## config.mk

```make
export PLATFORM = sky130hd
export DESIGN_NAME = host_irq_notifier
export DESIGN_NICKNAME = d
export VERILOG_FILES = /design/src/rtl/hin_pkg.sv /design/src/rtl/hin_pending.sv /design/src/rtl/hin_prio_pick.sv /design/src/rtl/hin_mailbox.sv /design/src/rtl/host_irq_notifier.sv
export SDC_FILE = /design/constraint.sdc
export NUM_CORES = 1
export LEC_CHECK = 0
export BUFFER_PORTS_ARGS = -buffer_cell sky130_fd_sc_hd__buf_2
export CAP_MARGIN = 20
export CORE_MARGIN = 4
export CORE_UTILIZATION = 52
export CTS_CLUSTER_SIZE = 8
export DETAILED_ROUTE_END_ITERATION = 6
export PLACE_DENSITY = 0.84
export SETUP_SLACK_MARGIN = 0.15
export SLEW_MARGIN = 10
export SYNTH_ARGS = -nofsm -noshare
export SYNTH_HDL_FRONTEND = slang
export SYNTH_SLANG_ARGS = --single-unit
export TNS_END_PERCENT = 50
```

## constraint.sdc

```tcl
create_clock -name clk -period 2.35 [get_ports clk]
set_input_delay 0 -clock clk [delete_from_list [all_inputs] [get_ports clk]]
set_output_delay 0 -clock clk [all_outputs]
set_load 0.05 [all_outputs]
```

## src/rtl/hin_pkg.sv

```systemverilog
package hin_pkg;
  localparam int NUM_EVT  = 4;
  localparam int BYTE_W   = 8;
  localparam int EVT_IDXW = $clog2(NUM_EVT);
  localparam int EVT_TICK = 0;
  localparam int EVT_ACK  = 1;
  localparam int EVT_BTN  = 2;
  localparam int EVT_DIAG = 3;

  typedef enum logic {ST_SCAN, ST_PAYLOAD} hin_state_e;
endpackage

```

## src/rtl/hin_pending.sv

```systemverilog
module hin_pending #(
  parameter int N = 4
) (
  input  logic         clk,
  input  logic         rst_n,
  input  logic [N-1:0] set_i,
  input  logic [N-1:0] clr_i,
  output logic [N-1:0] pend_o
);
  logic [N-1:0] pend_q;

  always_ff @(posedge clk) begin
    if (!rst_n) pend_q <= '0;
    else        pend_q <= (pend_q & ~clr_i) | set_i;
  end

  assign pend_o = pend_q;

  for (genvar g = 0; g < N; g++) begin : g_chk
    AST_SET_STICKS: assert property (@(posedge clk) disable iff (!rst_n)
      set_i[g] |=> pend_q[g]);
    AST_CLR_DROPS: assert property (@(posedge clk) disable iff (!rst_n)
      (clr_i[g] && !set_i[g]) |=> !pend_q[g]);
  end

  AST_ONE_CLEAR: assert property (@(posedge clk) disable iff (!rst_n)
    $onehot0(clr_i));
endmodule

```

## src/rtl/hin_prio_pick.sv

```systemverilog
module hin_prio_pick #(
  parameter int N  = 4,
  parameter int IW = (N > 1) ? $clog2(N) : 1
) (
  input  logic [N-1:0]  req_i,
  output logic [N-1:0]  gnt_o,
  output logic [IW-1:0] idx_o,
  output logic          any_o
);
  always_comb begin
    logic found;
    found = 1'b0;
    gnt_o = '0;
    idx_o = '0;
    for (int i = 0; i < N; i++) begin
      if (req_i[i] && !found) begin
        found    = 1'b1;
        gnt_o[i] = 1'b1;
        idx_o    = IW'(i);
      end
    end
    any_o = found;
  end
endmodule

```

## src/rtl/hin_mailbox.sv

```systemverilog
module hin_mailbox #(
  parameter int W = 8
) (
  input  logic         clk,
  input  logic         rst_n,
  input  logic         wr_i,
  input  logic [W-1:0] wr_byte_i,
  input  logic         rd_i,
  output logic [W-1:0] data_o,
  output logic         full_o
);
  logic         full_q;
  logic [W-1:0] data_q;

  always_ff @(posedge clk) begin
    if (!rst_n) begin
      full_q <= 1'b0;
      data_q <= '0;
    end else if (wr_i && !full_q) begin
      full_q <= 1'b1;
      data_q <= wr_byte_i;
    end else if (rd_i && full_q) begin
      full_q <= 1'b0;
    end
  end

  assign data_o = data_q;
  assign full_o = full_q;

  AST_NO_BLIND_WRITE: assert property (@(posedge clk) disable iff (!rst_n)
    wr_i |-> !full_q);
  AST_HOLD_UNREAD: assert property (@(posedge clk) disable iff (!rst_n)
    (full_q && !rd_i) |=> (full_q && $stable(data_q)));
  AST_READ_EMPTIES: assert property (@(posedge clk) disable iff (!rst_n)
    (full_q && rd_i) |=> !full_q);
  AST_IDLE_READ_DROPPED: assert property (@(posedge clk) disable iff (!rst_n)
    (!full_q && rd_i && !wr_i) |=> (!full_q && $stable(data_q)));
endmodule

```

## src/rtl/host_irq_notifier.sv

```systemverilog
module host_irq_notifier
  import hin_pkg::*;
#(
  parameter logic [BYTE_W-1:0] VEC_TICK = 8'h10,
  parameter logic [BYTE_W-1:0] VEC_ACK  = 8'h11,
  parameter logic [BYTE_W-1:0] VEC_BTN  = 8'h12,
  parameter logic [BYTE_W-1:0] VEC_DIAG = 8'h13
) (
  input  logic               clk,
  input  logic               rst_n,
  input  logic [NUM_EVT-1:0] evt_set,
  input  logic [BYTE_W-1:0]  btn_pattern,
  input  logic               host_rd,
  output logic [BYTE_W-1:0]  obuf_data,
  output logic               obuf_full,
  output logic               rdy_n,
  output logic [NUM_EVT-1:0] pending
);
  hin_state_e          st_q;
  logic [NUM_EVT-1:0]  pend, gnt, clr;
  logic [EVT_IDXW-1:0] idx;
  logic                any;
  logic [BYTE_W-1:0]   btn_q, vec_byte, wr_byte;
  logic                buf_full, vec_wr, pay_wr, wr_en;

  hin_pending #(.N(NUM_EVT)) u_pend (
    .clk(clk), .rst_n(rst_n), .set_i(evt_set), .clr_i(clr), .pend_o(pend)
  );

  hin_prio_pick #(.N(NUM_EVT), .IW(EVT_IDXW)) u_pick (
    .req_i(pend), .gnt_o(gnt), .idx_o(idx), .any_o(any)
  );

  always_comb begin
    unique case (idx)
      EVT_IDXW'(EVT_TICK): vec_byte = VEC_TICK;
      EVT_IDXW'(EVT_ACK):  vec_byte = VEC_ACK;
      EVT_IDXW'(EVT_BTN):  vec_byte = VEC_BTN;
      default:             vec_byte = VEC_DIAG;
    endcase
  end

  assign vec_wr  = (st_q == ST_SCAN) && !buf_full && any;
  assign pay_wr  = (st_q == ST_PAYLOAD) && !buf_full;
  assign wr_en   = vec_wr || pay_wr;
  assign wr_byte = pay_wr ? btn_q : vec_byte;
  assign clr     = vec_wr ? gnt : '0;

  always_ff @(posedge clk) begin
    if (!rst_n) begin
      st_q  <= ST_SCAN;
      btn_q <= '0;
    end else begin
      if (evt_set[EVT_BTN]) btn_q <= btn_pattern;
      if (vec_wr && gnt[EVT_BTN]) st_q <= ST_PAYLOAD;
      else if (pay_wr)            st_q <= ST_SCAN;
    end
  end

  hin_mailbox #(.W(BYTE_W)) u_mbox (
    .clk(clk), .rst_n(rst_n), .wr_i(wr_en), .wr_byte_i(wr_byte),
    .rd_i(host_rd), .data_o(obuf_data), .full_o(buf_full)
  );

  assign obuf_full = buf_full;
  assign rdy_n     = ~buf_full;
  assign pending   = pend;

  AST_PAYLOAD_FOLLOWS_BTN: assert property (@(posedge clk) disable iff (!rst_n)
    $rose(st_q == ST_PAYLOAD) |-> (buf_full && obuf_data == VEC_BTN));
  AST_NO_VECTOR_MIDEVENT: assert property (@(posedge clk) disable iff (!rst_n)
    (st_q == ST_PAYLOAD) |-> !vec_wr);
  AST_LOAD_RAISES_IRQ: assert property (@(posedge clk) disable iff (!rst_n)
    wr_en |=> !rdy_n);
endmodule

```

Yosys cells after proc, flatten, opt, wreduce, memory -nomap -nowiden
Index checks and enable logic that the tools add are counted.

Flip-flop bits (word level): 22. Logic and storage cells: 46. Output and inout bits: 14. Input port bits: 15.

Muxes and demuxes: 17. Equality and inequality tests: 2. Reduce and logical (&&, ||, !) cells: 17. Bitwise logic cells: 5.

Operators by type and width (number): $mux 1 (12); $logic_and 1x1->1 (9); $mux 8 (1); $pmux 2 s3 (1); $and 4x4->4 (1); $logic_not 1->1 (4); $mux 2 (2); $mux 4 (1); $not 4->4 (1); $or 4x4->4 (1); $reduce_bool 2->1 (2); $eq 2x1->1 const B (1); $eq 2x2->1 const B (1); $logic_not 2->1 (1); $not 1->1 (2); $logic_or 1x1->1 (1).

Logic depth before layout (Yosys ltp)
Gate-level depths: netlist of run 1.

Word-level depth: 15. Mapped depth: 5. Gate-level depth less buffers: 3.

Modules after synthesis
Synthesis of run 1 repeated with hierarchy kept, for this count alone.

Cells, all modules: 108. Area, all modules: 1068.5 um2.

By module, submodules not included: host_irq_notifier (instances 1, area an instance 462.9 um2, seq. area each 180.2 um2, cells an instance 46); hin_mailbox (instances 1, area an instance 379.1 um2, seq. area each 180.2 um2, cells an instance 39); hin_pending (instances 1, area an instance 165.2 um2, seq. area each 80.1 um2, cells an instance 12); hin_prio_pick (instances 1, area an instance 61.3 um2, seq. area each 0.0 um2, cells an instance 11).

Worst setup path after synthesis of run 1
Ideal clock, no wire load.

Path type: flip-flop to flip-flop. Start: register u_mbox.full_q, in the netlist u_mbox.full_o. End: register u_mbox.data_q[0], in the netlist u_mbox.data_o[0]. Stages on the path, launching flop included: 5. Setup slack: 676 ps. Buffers on the path: 1. Clock period less this slack: 1674 ps. Arrival time: 1539 ps. Data required time: 2216 ps. Library setup time: 134 ps. Path through: dfxtp_1 -> buf_2 -> inv_1 -> o221ai_1 -> a31oi_1.

Word-level cells in the longest chain between the ends: 5. Elaborated cells between the ends (all ways): 7. Those cells by class: mux: 1; reduce/logical: 6.

RTL lines: from (decl) (RTL line hin_mailbox.sv:12) `logic full_q;`; from (signal assigned) (RTL line hin_mailbox.sv:17) `full_q <= 1'b0;`; from (signal assigned) (RTL line hin_mailbox.sv:20) `full_q <= 1'b1;`; from (signal assigned) (RTL line hin_mailbox.sv:23) `full_q <= 1'b0;`; $logic_not 1->1 * (RTL line hin_mailbox.sv:19, host_irq_notifier.sv:43, host_irq_notifier.sv:44); $logic_and 1x1->1 (2 in a row) (RTL line host_irq_notifier.sv:43) `assign vec_wr = (st_q == ST_SCAN) && !buf_full && any;`; $logic_or 1x1->1 (RTL line host_irq_notifier.sv:45) `assign wr_en = vec_wr || pay_wr;`; $logic_and 1x1->1 (RTL line hin_mailbox.sv:19) `end else if (wr_i && !full_q) begin`; to (signal assigned) (RTL line hin_mailbox.sv:21) `data_q <= wr_byte_i;`; to (decl) (RTL line hin_mailbox.sv:13) `logic [W-1:0] data_q;`.

Every way passes the cells marked *; elsewhere a longest branch is shown, timed or not. A chain may end at the register's enable or synchronous reset.

Worst setup path in the final report of run 1
Start: register u_pend.pend_q[0], in the netlist u_pend.pend_o[0]. End: register u_mbox.data_q[4], in the netlist u_mbox.data_o[4].

Word-level cells in the longest chain between the ends: 13.

RTL lines: from (decl) (RTL line hin_pending.sv:10) `logic [N-1:0] pend_q;`; from (signal assigned) (RTL line hin_pending.sv:14) `else pend_q <= (pend_q & ~clr_i) | set_i;`; $mux 1 * (RTL line hin_prio_pick.sv:16) `if (req_i[i] && !found) begin`; $logic_not 1->1 (RTL line hin_prio_pick.sv:16); $logic_and 1x1->1 (RTL line hin_prio_pick.sv:16); $mux 1 * (RTL line hin_prio_pick.sv:16); $logic_not 1->1 (RTL line hin_prio_pick.sv:16); $logic_and 1x1->1 (RTL line hin_prio_pick.sv:16); $mux 1 * (RTL line hin_prio_pick.sv:16); $logic_not 1->1 (RTL line hin_prio_pick.sv:16); $logic_and 1x1->1 (RTL line hin_prio_pick.sv:16); $mux 1 * (RTL line hin_prio_pick.sv:16); $logic_and 1x1->1 * (RTL line host_irq_notifier.sv:43); $logic_or 1x1->1 * (RTL line host_irq_notifier.sv:45); $logic_and 1x1->1 * (RTL line hin_mailbox.sv:19).

Marks and branches as above.

==> run metrics, run 1 <==
DP Wirelength=1400 um; Net Switching=255 uW; post-synthesis cell type count=25; Seq pwr share=0.477; top-area cell type share of the netlist area=0.469; Synth area leader=dfxtp_1; Setup Skew=0.00558 ns; filler instances=134; Via density=5.25; crit path kind=reg2reg; Compound-Gate Fraction of Synth Area=0.198; Setup WS post-layout=0.962 ns; Max Freq=720 MHz; CTS Root Cell=clkbuf_4; fin crit period=1.39 ns; Worst slew margin=0.644; Worst Path Required=2.55 ns; Num CTS Buffers=3; combinational power share=0.202; Slew Limit Fails=0; Worst Hold Class=in2reg; DRT iter0 DRCs=6; multiplexer share of the synthesized area=0.0972; CP Capture Type=flop; Worst-Margin Slew=0.533 ns; Post-route DRC=0; status=completed; row cnt=15; # port buffers=28; Skew-Pair Late Insertion Delay=0.31 ns; max-cap violations=0; die span in x=50.5 um; clock buffer depth=2; largest family of logic cells by synthesized area=compound AO/OA/AOI/OAI gates; Initial Utilization=0.544; total chip power=895 uW; Yosys reg bits=22; Die Area=2550 um2; top routing layer used=met4; Design Area, Final=1240 um2; worst ir drop on vdd=0.000588 V; power density over the cells=719 nW/um2; Remaining Overflow, GRT=0; internal power=640 uW; post-DR wirelength/cell=13.3 um; main area contributors after synthesis=dfxtp_1 (47%), mux2i_1 (8.5%), nor2b_1 (6.0%), a21boi_1 (4.8%), a22oi_1 (4.8%); placed cell areas=1070 um2; first-pass GRT wire length=3480 um; vias in the first global route=801; reg2reg path depth=3; met2 wire len=989 um; area grow syn2layout=32.4%; Resize count post-CTS=0; worst reg-to-reg setup slack=0.96 ns; worst r2r dst=u_mbox.data_o[4]; sequential area share after synthesis=0.469; Mapped Cells=91; layout cell share with drive strength beyond 1=0.279; antenna viol nets, final=0; XOR/XNOR Fraction of Synth Area=0; Final Wtd Congestion=0.760; CTS sink count=22; RSZ-0062 raised after global routing=false; Worst-path clk slew=0.12 ns; Synthesis Warnings=0; Die H=50.5 um; type of origin of the critical path=flop; 1st-pass router iterations=4; WL met3=98 um; total number of vias=809; CTS tree=built; num ports=29; Clock Power Share=0.321; crit-path max FO=7; Diodes inserted=0; initial antenna violation count=0; Critical Path AT=1.59 ns; period utilization=0.591; fin util=0.720; Routed WL=2050 um; total core area=1730 um2; pre-CTS WS=1.01 ns; Final TNS setup=0 ns; Syn Nets=106; Avg Synthesized Cell Area=10.3 um2; pin count of the biggest net entering global routing=23; H-tree depth=1; post-synthesis cell area=940 um2; Global Route Usage Sum=0.181; M1 wire length=917 um; Net Sw Frac=0.285; critical path startpoint=u_pend.pend_o[0]; final-report hold violation count=0; Adder-Cell Fraction of Synth Area=0; Final nets=145; # setup viols final=0; crit path to=u_mbox.data_o[4]; Lkg Pwr=0.535 nW; FF-to-FF Start=u_pend.pend_o[0]; Synth Area in Simple Gates=0.177
## registers in the layout, indices dropped and copies added (netlist names)
signal and flops:
u_mbox.data_o 8, u_pend.pend_o 4, btn_q 8, st_q 1, u_mbox.full_o 1
## stage by stage
step	instances	hold WS, ns
after detailed placement	138	0.217
after floorplan	91	0.124
after CTS	154	0.0719
after global placement	138	0.208
final	154	0.0877
after global routing	154	0.0932
## power groups by stage
stage                     registers (mW)  clock network, mW  logic, mW
final                              0.427              0.287      0.181
after global routing               0.431              0.303      0.194
after CTS                          0.426              0.294      0.182
after detailed placement           0.434                  0      0.166
after global placement             0.433                  0      0.162
after floorplan                    0.475                  0     0.0844
## worst min-delay path by stage
| stage | from | cells past startpoint | slack (ns) | to |
|---|---|---|---|---|
| floorplan | evt_set[0] | 1 | 0.12 | u_pend.pend_o[0] |
| global placement | evt_set[0] | 2 | 0.21 | u_pend.pend_o[0] |
| detailed placement | evt_set[1] | 2 | 0.22 | u_pend.pend_o[1] |
| CTS | rst_n | 2 | 0.07 | u_pend.pend_o[1] |
| global route | rst_n | 2 | 0.09 | u_mbox.data_o[1] |
| finish | rst_n | 2 | 0.09 | u_pend.pend_o[1] |
## cells in the mapped netlist
library cell / count
a21oi_1: 1
o221a_1: 2
nand2_1: 1
dfxtp_1: 22
a211o_1: 1
o21a_1: 6
nor3_4: 1
nor2_1: 4
mux2i_1: 8
mux2_2: 1
nand3_1: 5
buf_6: 2
clkbuf_1: 2
a22oi_1: 6
nor2b_1: 9
nor3_1: 1
nor4_2: 1
or3_1: 2
buf_2: 2
a31oi_1: 1
nand2b_1: 1
nor2b_4: 1
inv_1: 4
a21boi_1: 6
o221ai_1: 1
## cell type report
cell class / count / area (um2) / area share
multi-input cells: 59 / 444 / 0.357
well taps: 25 / 31.3 / 0.0252
flip-flops and latches: 22 / 440 / 0.354
clock inverters: 1 / 30.0 / 0.0241
inverters: 4 / 15.0 / 0.0121
clock buffers: 3 / 22.5 / 0.0181
repair buffers: 40 / 260 / 0.209
## metal layers
metal / vias up / global-route usage
met4: 0 / 0.108
li1: 399 / -
met2: 27 / 0.307
met5: - / 0
met1: 379 / 0.210
met3: 4 / 0.0326
## critical path: stages, from the launching register on
cell and delay [ns]:
dfxtp_1 0.39, nor2_1 0.39, a21oi_1 0.23, o221a_1 0.28
## layout by cell type (no fill, tap or decap), types with 2 or more instances in the layout
cell type | netlist | final
buf_2 | 2 | 28
o21a_1 | 6 | 6
dlygate4sd3_1 | 0 | 12
o221a_1 | 2 | 2
clkbuf_4 | 0 | 3
dfxtp_1 | 22 | 22
inv_1 | 4 | 4
nand3_1 | 5 | 5
nor2_1 | 4 | 4
mux2i_1 | 8 | 8
nor2b_1 | 9 | 9
a22oi_1 | 6 | 6
a21boi_1 | 6 | 6
or3_1 | 2 | 2
## what timing repair did
item                                    CTS  global route
hold buffers                             12             0
buffers inserted                          0             0
endpoints found under the hold margin    12             0
endpoints found under the setup margin    0             0
## logic make-up after synthesis
kind of cell	after synthesis
flops	22
simple gates	26
compound gates	24
mux	9
buf+inv	10
No activity file was read; power rests on OpenSTA's default activity.
==> run 2: changes to the inputs <==
ABC_AREA = 1   (was unset)
CORE_UTILIZATION = 48   (was 52)
PLACE_DENSITY = 0.79   (was 0.84)
clock period = 1.5 ns   (was 2.35 ns; I/O delays follow)
==> run 2 against run 1 <==
  * Register-to-register slack worse by 0.61 ns
  * Core utilization is 3.3 points lower
  * Sequential cell count stayed put
  * Clock-buffer cell count is 1 higher
  * First-iteration DRC count is 17% lower
  * Routed wire length is 2.0% higher
  * Global-route usage is 0.45 points higher
  * Power is 47% higher
  * Sequential share of layout area is 1.4 points higher
  * Critical endpoint is now u_mbox.data_o[0]
  * Largest cell class is now sequential cells
==> run metrics, run 2 <==
final-report hold violation count=0 (unchanged); Slowest-stage cell, CP=dfxtp_1 (unchanged); Worst Hold Class=in2reg (unchanged); CTS tree=built (unchanged); CP delay by family, top=simple AND/OR/NAND/NOR gates (was compound AO/OA/AOI/OAI gates); Die Area=2610 um2 (was 2550 um2); Syn Nets=136 (was 106); post-synthesis cell type count=19 (was 25); Mapped Cells=121 (was 91); CP Capture Type=flop (unchanged); Lkg Pwr=0.578 nW (was 0.535 nW); Worst slew margin=0.755 (was 0.644); pin count of the biggest net entering global routing=13 (was 23); multi-input logic area=382 um2 (was 444 um2); most common cell in the netlist=nor2_1 (was dfxtp_1); Worst Path Required=1.72 ns (was 2.55 ns); power density over the cells=1100 nW/um2 (was 719 nW/um2); storage element area=442 um2 (was 440 um2); die span in x=51.1 um (was 50.5 um); Global Route Usage Sum=0.185 (was 0.181); Critical Path AT=1.37 ns (was 1.59 ns); most frequent cells in the layout=buf_2 (28), nor2_1 (27), dfxtp_1 (21) (was buf_2 (28), dfxtp_1 (22), dlygate4sd3_1 (12)); most common cell after layout, fill and taps aside=buf_2 (unchanged); vias in the first global route=906 (was 801); Post-synth top flop=dfxtp_1 (unchanged); most frequent CP cell=nand2_1; CP max stage delay=0.41 ns (was 0.39 ns); final hold slack=0.00771 ns (was 0.0877 ns); antenna viol nets, final=0 (unchanged); filler instances=173 (was 134); Initial Utilization=0.510 (was 0.544); Final TNS setup=0 ns (unchanged); status=completed (unchanged); hold path depth=3 (was 2); DRT iter0 DRCs=5 (was 6); total number of vias=869 (was 809); worst ir drop on vdd=0.000747 V (was 0.000588 V); total core area=1750 um2 (was 1730 um2); Max Freq=870 MHz (was 720 MHz); area grow syn2layout=34.7% (was 32.4%); Worst-path clk slew=0.11 ns (was 0.12 ns); CTS Root Cell=clkbuf_4 (unchanged); post-synthesis cell area=891 um2 (was 940 um2); Via density=4.65 (was 5.25); Final nets=178 (was 145); crit path kind=reg2reg (unchanged); Synth area leader=dfxtp_1 (unchanged); crit-path max FO=11 (was 7); Resize count post-CTS=0 (unchanged); Die H=51.1 um (was 50.5 um); layout cell share with drive strength beyond 1=0.253 (was 0.279); Num CTS Buffers=3 (unchanged); period utilization=0.766 (was 0.591); 1st-pass router iterations=4 (unchanged); type of origin of the critical path=flop (unchanged); initial antenna violation count=0 (unchanged); Post-route DRC=0 (unchanged); H-tree depth=1 (unchanged); Setup Skew=0.00225 ns (was 0.00558 ns); worst reg-to-reg setup slack=0.35 ns (was 0.96 ns); sequential area share after synthesis=0.494 (was 0.469); clock buffer depth=2 (unchanged); Final Wtd Congestion=0.866 (was 0.760); max-cap violations=0 (unchanged); Diodes inserted=0 (unchanged); total chip power=1.32 mW (was 895 uW); CTS sink count=22 (unchanged); # port buffers=28 (unchanged); stages on the worst setup path=6 (was 3); DP Wirelength=1520 um (was 1400 um); top-area cell type share of the netlist area=0.494 (was 0.469); critical path, cell by cell=nand2_2 > or2_2 > nand2_1 > nand2_1 > inv_1 > nor2_1 (was nor2_1 > a21oi_1 > o221a_1); Avg Synthesized Cell Area=7.36 um2 (was 10.3 um2); Skew-Pair Late Insertion Delay=0.31 ns (about the same); row cnt=15 (unchanged); Buffers & Inverters on Critical Path=1 (was 0); Remaining Overflow, GRT=0 (unchanged); Synthesis Warnings=0 (unchanged); RSZ-0062 raised after global routing=false (unchanged); main area contributors after synthesis=dfxtp_1 (49%), nor2_1 (11%), nand2_1 (7.6%), a21oi_1 (5.6%), nand3_1 (5.6%) (was dfxtp_1 (47%), mux2i_1 (8.5%), nor2b_1 (6.0%), a21boi_1 (4.8%), a22oi_1 (4.8%)); Design Area, Final=1200 um2 (was 1240 um2); top cells by count, synth=nor2_1 (27), dfxtp_1 (22), nand2_1 (18) (was dfxtp_1 (22), nor2b_1 (9), mux2i_1 (8)); Non-Filler Instances=187 (was 154); num ports=29 (unchanged); post-DR wirelength/cell=11.2 um (was 13.3 um); ys async rst share=0 (unchanged); first-pass GRT wire length=3640 um (was 3480 um); Post-synth EDFFs=0 (unchanged); # setup viols final=0 (unchanged); Slew Limit Fails=0 (unchanged); fin crit period=1.15 ns (was 1.39 ns); Post-Place Cells=171 (was 138); Routed WL=2090 um (was 2050 um); Yosys reg bits=22 (unchanged); placed cell areas=1040 um2 (was 1070 um2); Worst-Margin Slew=0.367 ns (was 0.533 ns); reg2reg path depth=6 (was 3)
run 2: cell count changes in the layout (fill, tap and decap cells not counted), moves of 5 or more:
cell	previous run	this run
o21a_1	6	0
inv_1	4	10
nor2_1	4	27
a22oi_1	6	0
a21oi_1	1	10
mux2i_1	8	0
a21boi_1	6	0
o21ai_0	0	10
nand3_1	5	10
nand2_1	1	18
nor2b_1	9	0
run 2: worst paths after layout:
kind	start	end
max reg2reg	st_q	u_mbox.data_o[0]
min	rst_n	u_mbox.data_o[1]
min reg2reg	btn_q[7]	u_mbox.data_o[7]
max	st_q	u_mbox.data_o[0]
run 2: stage by stage:
stage	util	setup WS, ns
after CTS	0.687	0.353
after floorplan	-	0.164
after detailed placement	0.598	0.366
final	0.687	0.351
after global placement	0.598	0.411
after global routing	0.687	0.239
run 2: power breakdown:
part	switching, mW	internal (mW)
sequential	0.0303	0.628
clock	0.172	0.148
combinational	0.234	0.106
total	0.436	0.882
run 2: kinds of logic (layout without fill, tap and decap cells):
family                 after synthesis  in the layout  synth area share
AND/OR/NAND/NOR                     62             62             0.310
flip-flops                          22             22             0.494
AO/OA/AOI/OAI                       21             21             0.118
buffers and inverters               16             57            0.0772
run 2: cell type report:
type / count / share of cell area
Timing Repair Buffer: 40 / 0.217
Tap cell: 25 / 0.0261
Multi-Input combinational cell: 83 / 0.318
Sequential cell: 22 / 0.368
Clock buffer: 4 / 0.0302
Inverter: 13 / 0.0407
run 2: what timing repair did:
| action | in CTS | in global routing |
|---|---|---|
| endpoints found under the hold margin | 12 | 0 |
| hold buffers | 12 | 0 |
| buffers inserted | 0 | 0 |
run 2: worst min-delay path: stages:
cell and delay [ns]:
buf_2 0.16, nand2_1 0.08, nor2_1 0.03
run 2: metal layers:
metal	global-route usage	vias up	routed length (um)
met4	0.0942	0	38
li1	-	463	-
met5	0	-	0
met3	0.0437	5	123
met1	0.198	378	908
met2	0.335	23	1020
